$ cat config.mk
export PLATFORM = sky130hd
export DESIGN_NAME = busown_arbiter
export DESIGN_NICKNAME = d
export VERILOG_FILES = /design/src/rtl/busown_pkg.sv /design/src/rtl/busown_rmw_track.sv /design/src/rtl/busown_gate.sv /design/src/rtl/busown_fsm.sv /design/src/rtl/busown_arbiter.sv
export SDC_FILE = /design/constraint.sdc
export NUM_CORES = 1
export LEC_CHECK = 0
export BUFFER_PORTS_ARGS = -buffer_cell sky130_fd_sc_hd__buf_2
export CORE_AREA = 2 2 39 41
export CTS_BUF_LIST = sky130_fd_sc_hd__clkbuf_4
export DETAILED_ROUTE_END_ITERATION = 8
export DIE_AREA = 0 0 41 43
export HOLD_SLACK_MARGIN = 0.12
export PLACE_DENSITY = 0.49
export SYNTH_ARGS = -nofsm -noshare
export SYNTH_HDL_FRONTEND = slang
export SYNTH_HIERARCHICAL = 1
export SYNTH_SLANG_ARGS = --single-unit
$ cat constraint.sdc
create_clock -name clk -period 3.45 [get_ports clk]
set_input_delay 0.5175 -clock clk [delete_from_list [all_inputs] [get_ports clk]]
set_output_delay 0.5175 -clock clk [all_outputs]
set_load 0.005 [all_outputs]
$ cat src/rtl/busown_pkg.sv
package busown_pkg;

  typedef enum logic [2:0] {
    ST_IDLE   = 3'd0,
    ST_CPU    = 3'd1,
    ST_GWAIT  = 3'd2,
    ST_DMA    = 3'd3,
    ST_RELACK = 3'd4
  } own_state_t;

  // A new grant is allowed only when neither the lock nor an rmw group blocks it
  function automatic logic grant_allowed(input logic lock_lvl, input logic rmw_open_lvl);
    return !(lock_lvl || rmw_open_lvl);
  endfunction

  // States in which the DMA side holds or is about to hold the bus
  function automatic logic dma_side(input own_state_t st);
    return (st == ST_GWAIT) || (st == ST_DMA) || (st == ST_RELACK);
  endfunction

  // States in which bus_grant is driven
  function automatic logic grant_level(input own_state_t st);
    return (st == ST_GWAIT) || (st == ST_DMA);
  endfunction

endpackage

$ cat src/rtl/busown_rmw_track.sv
module busown_rmw_track #(
  parameter int RMW_LEN = 2
) (
  input  logic clk,
  input  logic rst,
  input  logic cyc_end,
  input  logic rmw_flag,
  output logic rmw_open
);

  localparam int CW = $clog2(RMW_LEN + 1);
  localparam logic [CW-1:0] LOAD_VAL = CW'(RMW_LEN - 1);

  logic [CW-1:0] left_q;

  always_ff @(posedge clk) begin
    if (rst) begin
      left_q <= '0;
    end else if (cyc_end) begin
      if (left_q != '0) begin
        left_q <= left_q - 1'b1;
      end else if (rmw_flag) begin
        left_q <= LOAD_VAL;
      end
    end
  end

  assign rmw_open = (left_q != '0);

endmodule

$ cat src/rtl/busown_gate.sv
module busown_gate
  import busown_pkg::*;
(
  input  own_state_t state,
  input  logic       dma_req,
  input  logic       lock_hold,
  input  logic       rmw_open,
  input  logic       cpu_cyc_active,
  output logic       take,
  output logic       cpu_stall
);

  logic eligible;

  always_comb begin
    eligible  = grant_allowed(lock_hold, rmw_open);
    take      = (state == ST_IDLE) && dma_req && eligible;
    cpu_stall = cpu_cyc_active && (dma_side(state) || take);
  end

endmodule

$ cat src/rtl/busown_fsm.sv
module busown_fsm
  import busown_pkg::*;
(
  input  logic       clk,
  input  logic       rst,
  input  logic       take,
  input  logic       cpu_cyc_active,
  input  logic       cpu_cyc_done,
  input  logic       dma_req,
  input  logic       dma_gack,
  input  logic       dma_rel,
  output own_state_t state,
  output logic       cyc_end
);

  own_state_t nxt;

  always_comb begin
    nxt = state;
    unique case (state)
      ST_IDLE: begin
        if (take)                nxt = ST_GWAIT;
        else if (cpu_cyc_active) nxt = ST_CPU;
      end
      ST_CPU: begin
        if (cpu_cyc_done)        nxt = ST_IDLE;
      end
      ST_GWAIT: begin
        if (!dma_req)            nxt = ST_IDLE;
        else if (dma_gack)       nxt = ST_DMA;
      end
      ST_DMA: begin
        if (dma_rel)             nxt = ST_RELACK;
      end
      ST_RELACK:                 nxt = ST_IDLE;
      default:                   nxt = ST_IDLE;
    endcase
  end

  always_ff @(posedge clk) begin
    if (rst) state <= ST_IDLE;
    else     state <= nxt;
  end

  assign cyc_end = (state == ST_CPU) && cpu_cyc_done;

endmodule

$ cat src/rtl/busown_arbiter.sv
module busown_arbiter
  import busown_pkg::*;
#(
  parameter int RMW_LEN = 2
) (
  input  logic clk,
  input  logic rst,
  input  logic dma_req,
  input  logic dma_gack,
  input  logic dma_rel,
  input  logic cpu_cyc_active,
  input  logic cpu_cyc_done,
  input  logic lock_hold,
  input  logic rmw_flag,
  output logic bus_grant,
  output logic cpu_stall,
  output logic snoop_en,
  output logic rel_ack
);

  own_state_t state;
  logic       take;
  logic       cyc_end;
  logic       rmw_open;
  logic       cyc_busy;

  busown_fsm u_fsm (
    .clk            (clk),
    .rst            (rst),
    .take           (take),
    .cpu_cyc_active (cpu_cyc_active),
    .cpu_cyc_done   (cpu_cyc_done),
    .dma_req        (dma_req),
    .dma_gack       (dma_gack),
    .dma_rel        (dma_rel),
    .state          (state),
    .cyc_end        (cyc_end)
  );

  busown_rmw_track #(.RMW_LEN(RMW_LEN)) u_rmw (
    .clk      (clk),
    .rst      (rst),
    .cyc_end  (cyc_end),
    .rmw_flag (rmw_flag),
    .rmw_open (rmw_open)
  );

  busown_gate u_gate (
    .state          (state),
    .dma_req        (dma_req),
    .lock_hold      (lock_hold),
    .rmw_open       (rmw_open),
    .cpu_cyc_active (cpu_cyc_active),
    .take           (take),
    .cpu_stall      (cpu_stall)
  );

  assign bus_grant = grant_level(state);
  assign snoop_en  = (state == ST_DMA);
  assign rel_ack   = (state == ST_RELACK);
  assign cyc_busy  = (state == ST_CPU);

endmodule

==> results summary, run 1 <==
The run finished with clean final reports. TritonCTS built the clock tree. The layout filler cell count is 147. The post-synthesis cell area is 389 um2.

The maximum fanout encountered on the critical timing path is 3. By startpoint and endpoint, the worst setup path is classified as reg -> out. The number of buffers created by CTS came out at 3. The clock slew seen by the registers of the worst setup and hold paths came out at 0.05 ns. The time the worst path needs with I/O delays and setup is 2.08 ns. The final routed wirelength across all metal layers is 781 um. The wire length of the first global-routing pass is roughly 1200 um. The worst hold path belongs to the class reg -> reg. The tool flagged a number of max-cap violations equal to 0. The power density normalized to cell area came out at roughly 500 nW/um2. The average cell area after synthesis came out at 9.49 um2. The number of DRC markers after the initial detailed-route iteration is 5. The count of final max-slew check failures is 0.

In this design, the stage delay of the slowest critical-path cell is ~0.42 ns. The multi-input combinational cells in the finished layout cover a total of 270 um2. The endpoint of the most critical register-to-register path is u_fsm/state[0].

The number of antenna violations at the first check in global routing is 0. The share of synthesized flip-flops with an asynchronous set or reset came out at 0%. STA classifies the critical path endpoint as an output port. Port buffering added 12 buffers.

The headroom to the max-slew limit is 68.5%. Before antenna repair, the detailed router went through 4 iterations. Among all flip-flop cells after synthesis, the most frequent one is sky130_fd_sc_hd__dfxtp_1. After clock tree synthesis, the setup repair step added 0 buffers.

The startpoint of the lowest-slack hold path is u_rmw/left_q[1]. The slew at the pin with the worst max-slew slack came out at around 0.47 ns. The post-route DRC violation count came out at 0. Static timing analysis puts the maximum clock frequency at between 0.4 and 0.5 GHz. No sink is reached through more buffers than the 2 on the longest clock path.

The via count of the first global-routing pass is 290. The total die area came out at 1760 um2. STA classifies the critical path startpoint as a register. 0 antenna diodes ended up in the layout. The number of synthesized flops with an enable pin is 0. Summed over all cells, the static leakage comes to 0.223 nW. The total negative setup slack is 0 ns.

The startpoint of the worst register-to-register path is u_rmw/left_q[1]. The sequential element share of the synthesized area came out at 25.7%. The cell count after synthesis came out at 41. The initial standard-cell utilization of the core came out at 28.1%.

The boundary pin count came out at 13. The aggregate global-route resource usage is a little over a tenth. After detailed routing, the average wire length per cell comes to 10.8 um. The largest net degree at the start of global routing is 14.

The completed layout was analyzed and its total power is 0.245 mW. Across the routed clock network, the largest skew measured is 0.00137 ns. After floorplanning, the core was divided into 14 placement rows.

Traced cell by cell, the critical path runs through or2_2 > or3b_1 > a211oi_2 > buf_2. For flop-to-flop paths, the worst setup slack is 1.53 ns. The clock sink count is 5.

The post-cts hold buffer count is 0. The data arrival time of the critical path is 1.57 ns. The final setup violation count came out at 0. For this run the aggregate overflow at the end of global routing stands at 0. The number of gates resized after CTS is 0. Yosys mapped the design onto 25 distinct sky130hd cell types. The required time reported for the critical path endpoint is 2.93 ns. The routed via count is roughly 350. The floorplan step set the die width to 41 um. The logic depth of the worst register-to-register path came out at 7. Counting every net in the synthesized netlist gives 50. The launching element of the worst setup path is u_rmw/left_q[1].

The remaining number of nets flagged by the antenna check after routing is 0. The congestion estimate from routability-driven global placement came to 0.660. In this run the worst setup path terminates at cpu_stall. The area growth from synthesis to layout came out at 25.4%. The height of the die came out at 43 um. Setup repair after global routing left no endpoint under its margin. The fraction of the cycle the final worst path needs is 60.4%. For this design, the slowest cell found on the critical path is sky130_fd_sc_hd__or3b_1. The number of nets in the finished design came out at 66. The flip-flop and latch count after synthesis is 5. The layout cell share with drive strength beyond 1 is 48.2%.

The root buffer cell chosen for the clock tree is sky130_fd_sc_hd__clkbuf_4. The clock network latency to the later pin of the worst-skew pair is 0.24 ns. The maximum ir drop on the vdd rail came out at 0.161 mV. The register cell area after layout came out at 100 um2. The area of the placeable core came out at ~1400 um2. During synthesis, Yosys emitted a total of 6 warnings. The vias per cell came out at just under 5. The final hold violation count is 0. The H-tree depth is 1.
## cell families (layout without fill, tap and decap cells)
kind of cell | count (synthesis) | in the layout | synth area share (%)
mux | 3 | 3 | 8.04
compound gates | 8 | 8 | 16.1
simple gates | 22 | 22 | 45.3
buf+inv | 3 | 18 | 4.82
flops | 5 | 5 | 25.7
## critical path: cells and delay by family, from the launching register on
| family | cells | cell delay [ns] |
|---|---|---|
| compound gates | 1 | 0.18 |
| buf+inv | 1 | 0.13 |
| flops | 1 | 0.31 |
| simple gates | 2 | 0.70 |
## metrics by stage
step	setup WS (ns)	util (%)	hold WS, ns	area, um2	std cells
floorplan	1.66	-	0.459	389	41
global placement	1.53	33.1	0.480	458	68
detailed placement	1.51	33.1	0.482	458	68
CTS	1.35	35.3	0.488	488	72
global route	1.30	35.3	0.508	488	72
finish	1.37	35.3	0.490	488	72
## layout by cell type (no fill, tap or decap)
master                     netlist  layout
sky130_fd_sc_hd__buf_2           0      12
sky130_fd_sc_hd__mux2_2          1       1
sky130_fd_sc_hd__or2b_1          2       2
sky130_fd_sc_hd__nor2b_1         2       2
sky130_fd_sc_hd__o31ai_1         1       1
sky130_fd_sc_hd__a211oi_2        1       1
sky130_fd_sc_hd__clkbuf_4        0       4
sky130_fd_sc_hd__nor3b_1         1       1
sky130_fd_sc_hd__o21ai_2         2       2
sky130_fd_sc_hd__a41o_1          1       1
sky130_fd_sc_hd__a21oi_1         2       2
sky130_fd_sc_hd__or2_2           1       1
sky130_fd_sc_hd__or3b_1          1       1
sky130_fd_sc_hd__nor2_1          3       3
sky130_fd_sc_hd__and2b_2         2       2
sky130_fd_sc_hd__dfxtp_1         5       5
sky130_fd_sc_hd__mux2i_1         2       2
sky130_fd_sc_hd__and3b_1         2       2
sky130_fd_sc_hd__nor4bb_1        1       1
sky130_fd_sc_hd__nor4_2          1       1
sky130_fd_sc_hd__o21ai_0         1       1
sky130_fd_sc_hd__nor2b_4         1       1
sky130_fd_sc_hd__nand4b_1        1       1
sky130_fd_sc_hd__nor3_1          2       2
sky130_fd_sc_hd__inv_1           2       2
sky130_fd_sc_hd__nor3b_2         2       2
## metal layers
layer	wire length, um	GRT usage, %	vias up	part of all wire (%)
li1	-	-	181	-
met1	374	12.9	158	48
met2	344	13.4	8	44
met3	52	3.14	2	6.7
met4	10	10.0	0	1.3
met5	0	0	-	0
## state kept, by name, summed over array words and instances (netlist names)
signal,count
u_fsm/state,3
u_rmw/left_q,2
## power breakdown
group / switching, mW / total [mW] / leakage, nW / internal (mW)
clock network: 0.0257 / 0.0773 / 0.0184 / 0.0517
logic: 0.0287 / 0.0759 / 0.164 / 0.0472
registers: 0.0256 / 0.0916 / 0.0407 / 0.0661
## Yosys cell counts, types with 2 or more instances
cell,n,share of area [%]
sky130_fd_sc_hd__or2b_1,2,3.9
sky130_fd_sc_hd__and3b_1,2,4.5
sky130_fd_sc_hd__nor3_1,2,2.6
sky130_fd_sc_hd__dfxtp_1,5,26
sky130_fd_sc_hd__and2b_2,2,4.5
sky130_fd_sc_hd__nor3b_2,2,6.4
sky130_fd_sc_hd__o21ai_2,2,4.5
sky130_fd_sc_hd__mux2i_1,2,5.1
sky130_fd_sc_hd__nor2b_1,2,3.2
sky130_fd_sc_hd__nor2_1,3,2.9
sky130_fd_sc_hd__a21oi_1,2,2.6
sky130_fd_sc_hd__inv_1,2,1.9
## how the worst min path moves through the flow
stage,end,cells after the start
after floorplan,u_rmw/left_q[1],1
after global placement,u_rmw/left_q[1],1
after detailed placement,u_rmw/left_q[1],1
after CTS,u_rmw/left_q[1],1
after global routing,u_rmw/left_q[1],1
final,u_rmw/left_q[1],1
## final cells by class
cell class | count | area share (%)
Clock buffer | 4 | 6.15
Inverter | 2 | 1.54
Multi-Input combinational cell | 33 | 55.4
Sequential cell | 5 | 20.5
Tap cell | 16 | 4.10
Timing Repair Buffer | 12 | 12.3
Power figures use the tool's default switching activity.
==> inputs of run 2 (changes only) <==
--- a/config.mk
+++ b/config.mk
@@ -11,7 +11,7 @@
 export DETAILED_ROUTE_END_ITERATION = 8
 export DIE_AREA = 0 0 41 43
 export HOLD_SLACK_MARGIN = 0.12
-export PLACE_DENSITY = 0.49
+export PLACE_DENSITY = 0.51
 export SYNTH_ARGS = -nofsm -noshare
 export SYNTH_HDL_FRONTEND = slang
 export SYNTH_HIERARCHICAL = 1
==> constraint.sdc (replaced) <==
create_clock -name clk -period 1.9 [get_ports clk]
set_input_delay 0.285 -clock clk [delete_from_list [all_inputs] [get_ports clk]]
set_output_delay 0.285 -clock clk [all_outputs]
set_load 0.005 [all_outputs]
==> results summary, run 2 (same netlist as run 1, synthesis figures left out) <==
The area growth from synthesis to layout came out at 37.0%. The floorplan has 14 rows. The worst-case setup slack after placement is about 0.08 ns. The final hold violation count came to 0. The via count of the first global-routing pass is 316.

The count of nets left with antenna violations once routing finished came out at 0. Summing over every cut layer, the via total after detailed routing is 349. The slew at the pin with the worst max-slew slack came out at about 0.5 ns. The die covers 1760 um2. The first global-routing pass estimated 1240 um of wire. The number of antenna violations at the first check in global routing came to 0. The H-tree depth came out at 1. At the later pin of the worst-skew pair, clock insertion delay measures 0.23 ns. The final setup skew came out at 0.00149 ns. The number of antenna diodes in the final layout is 0. By startpoint and endpoint, the worst setup path is classified as reg -> reg. The final non-filler cell total is 76. The vias per cell came out at 4.59. For this run, the slowest stage of the critical path takes 0.40 ns. The instance area after placement came out at 488 um2. The maximum root-to-sink buffer count came out at 2. TritonCTS built the clock tree. Counting tap cells, the placed design contains a total of 72 instances. The sort of element at the start of the critical path is a register. After the first detailed-routing iteration, the DRC count stood at 7. The library cell used most frequently in the layout, excluding fill and tap cells, is sky130_fd_sc_hd__buf_2. Setup violations remaining at the end of the flow were counted as 0. Along the worst hold path, the cell count comes to 2.

The register with the most flip-flops in the final layout is u_fsm/state. The final routed wirelength across all metal layers came out at 752 um. The cell with the largest stage delay on the worst path is sky130_fd_sc_hd__or3b_4. The die is 41 um wide. The total buffers and inverters traversed by the critical path came out at 1. Clock-pin slew was measured on the worst setup and hold paths at 0.04 ns. The number of gates on the worst path with buffers counted came out at 7. The count of final max-slew check failures is 0. The maximum ir drop on the vdd rail is 0.352 mV. The final worst-path setup slack came out at 0.134 ns. The post-cts hold buffer count came out at 0. The aggregate global-route resource usage is around a tenth. The number of nets in the finished design is 70. The summed area of non-filler cells in the final layout is about 530 um2. The core utilization of the finished layout came out at about 39%. The flow ran to the end, and the final reports show no timing, DRC or antenna violations. Derived from the worst setup path, the maximum achievable clock frequency is 0.566 GHz. Counting cells, the worst reg-to-reg path comes to 7.

The wire-length estimate of the detail-placed layout is roughly 570 um. The signal on the critical path passes through or2_4 > or3b_4 > nor4_4 > buf_4 > mux2i_1 > o31ai_1 > and3b_1. The number of buffers created by CTS is 3. The standby leakage power is about 0.24 nW.

The boundary pin count is 13. The data arrival time of the critical path is around 1.9 ns. The top cell types in the final layout, fill and taps aside, are 12 x sky130_fd_sc_hd__buf_2, 4 x sky130_fd_sc_hd__clkbuf_4, 4 x sky130_fd_sc_hd__buf_4, 4 x sky130_fd_sc_hd__dfxtp_1, 3 x sky130_fd_sc_hd__nor2_1. The wire length per cell after detailed routing is 9.89 um. The clock sink count is 5. The overall overflow remaining after global route is 0. The power density normalized to cell area came out at 882 nW/um2.

The tree is rooted in a sky130_fd_sc_hd__clkbuf_4. The required time reported for the critical path endpoint is 2.08 ns. The layout cell share with drive strength beyond 1 is 55.0%. The number of max-cap violations came out at 0. Counting the fill cells in the layout gives about 150. The fraction of the cycle the final worst path needs came out at between 90% and 100%. The routability congestion estimate came out at 0.649. The largest registers in the layout are u_fsm/state: 3 flops, u_rmw/left_q: 2 flops. The headroom to the max-slew limit is 67.4%.

The tightest min-delay check is of the in -> reg type. Setup total negative slack on the finished layout was measured at 0 ns. The largest net degree at the start of global routing came out at 14. The cell family contributing the most delay on the critical path is simple AND/OR/NAND/NOR gates. The worst setup path is captured at a register. In this run the worst path has a maximum fanout of 3. The completed layout was analyzed and its total power is around 0.47 mW. The iteration count of the initial detailed-routing pass came out at 2. The initial standard-cell utilization of the core came out at 28.1%.

The post-route DRC violation count came out at 0. The region available for standard cell placement spans 1380 um2. The height of the die came out at 43 um. For the finished layout, the period the worst path requires is 1.77 ns. The flip-flop count of the largest register, all copies and words added is 3. The slack of the worst reg-to-reg path is 0.13 ns.

The port buffer count came out at 12. Setup repair after global routing left no endpoint under its margin. Hold timing on the final database bottoms out at a slack of between 0.2 and 0.3 ns.
[run 2: power breakdown]
group | switching, mW | internal, mW
Sequential | 0.0445 | 0.120
Combinational | 0.0629 | 0.113
Clock | 0.0361 | 0.0931
[run 2: repair_timing]
item	CTS	global route
buffers inserted	0	1
pin swaps	1	2
setup endpoints to repair	1	2
resized for setup	1	3
[run 2: final timing paths]
path / from / to
max reg2reg: u_rmw/left_q[1] / u_fsm/state[1]
max: u_rmw/left_q[1] / u_fsm/state[1]
min: rst / u_rmw/left_q[0]
min reg2reg: u_rmw/left_q[1] / u_rmw/left_q[1]
[run 2: per-layer routing]
layer / GRT usage, % / part of all wire [%] / up-vias
met1: 13.5 / 48 / 156
met3: 1.57 / 3.1 / 0
met4: 8.00 / 0 / 0
met5: 0 / 0 / -
li1: - / - / 187
met2: 14.4 / 49 / 6
[run 2: cell type report]
cell class                 instances  area, um2  area share, %
clock buffer                       4       30.0           5.63
inverter                           2       7.51           1.41
multi-input combinational         33        284           53.3
sequential                         5        101           19.0
tap                               16       20.0           3.76
timing repair buffer              16       90.1           16.9
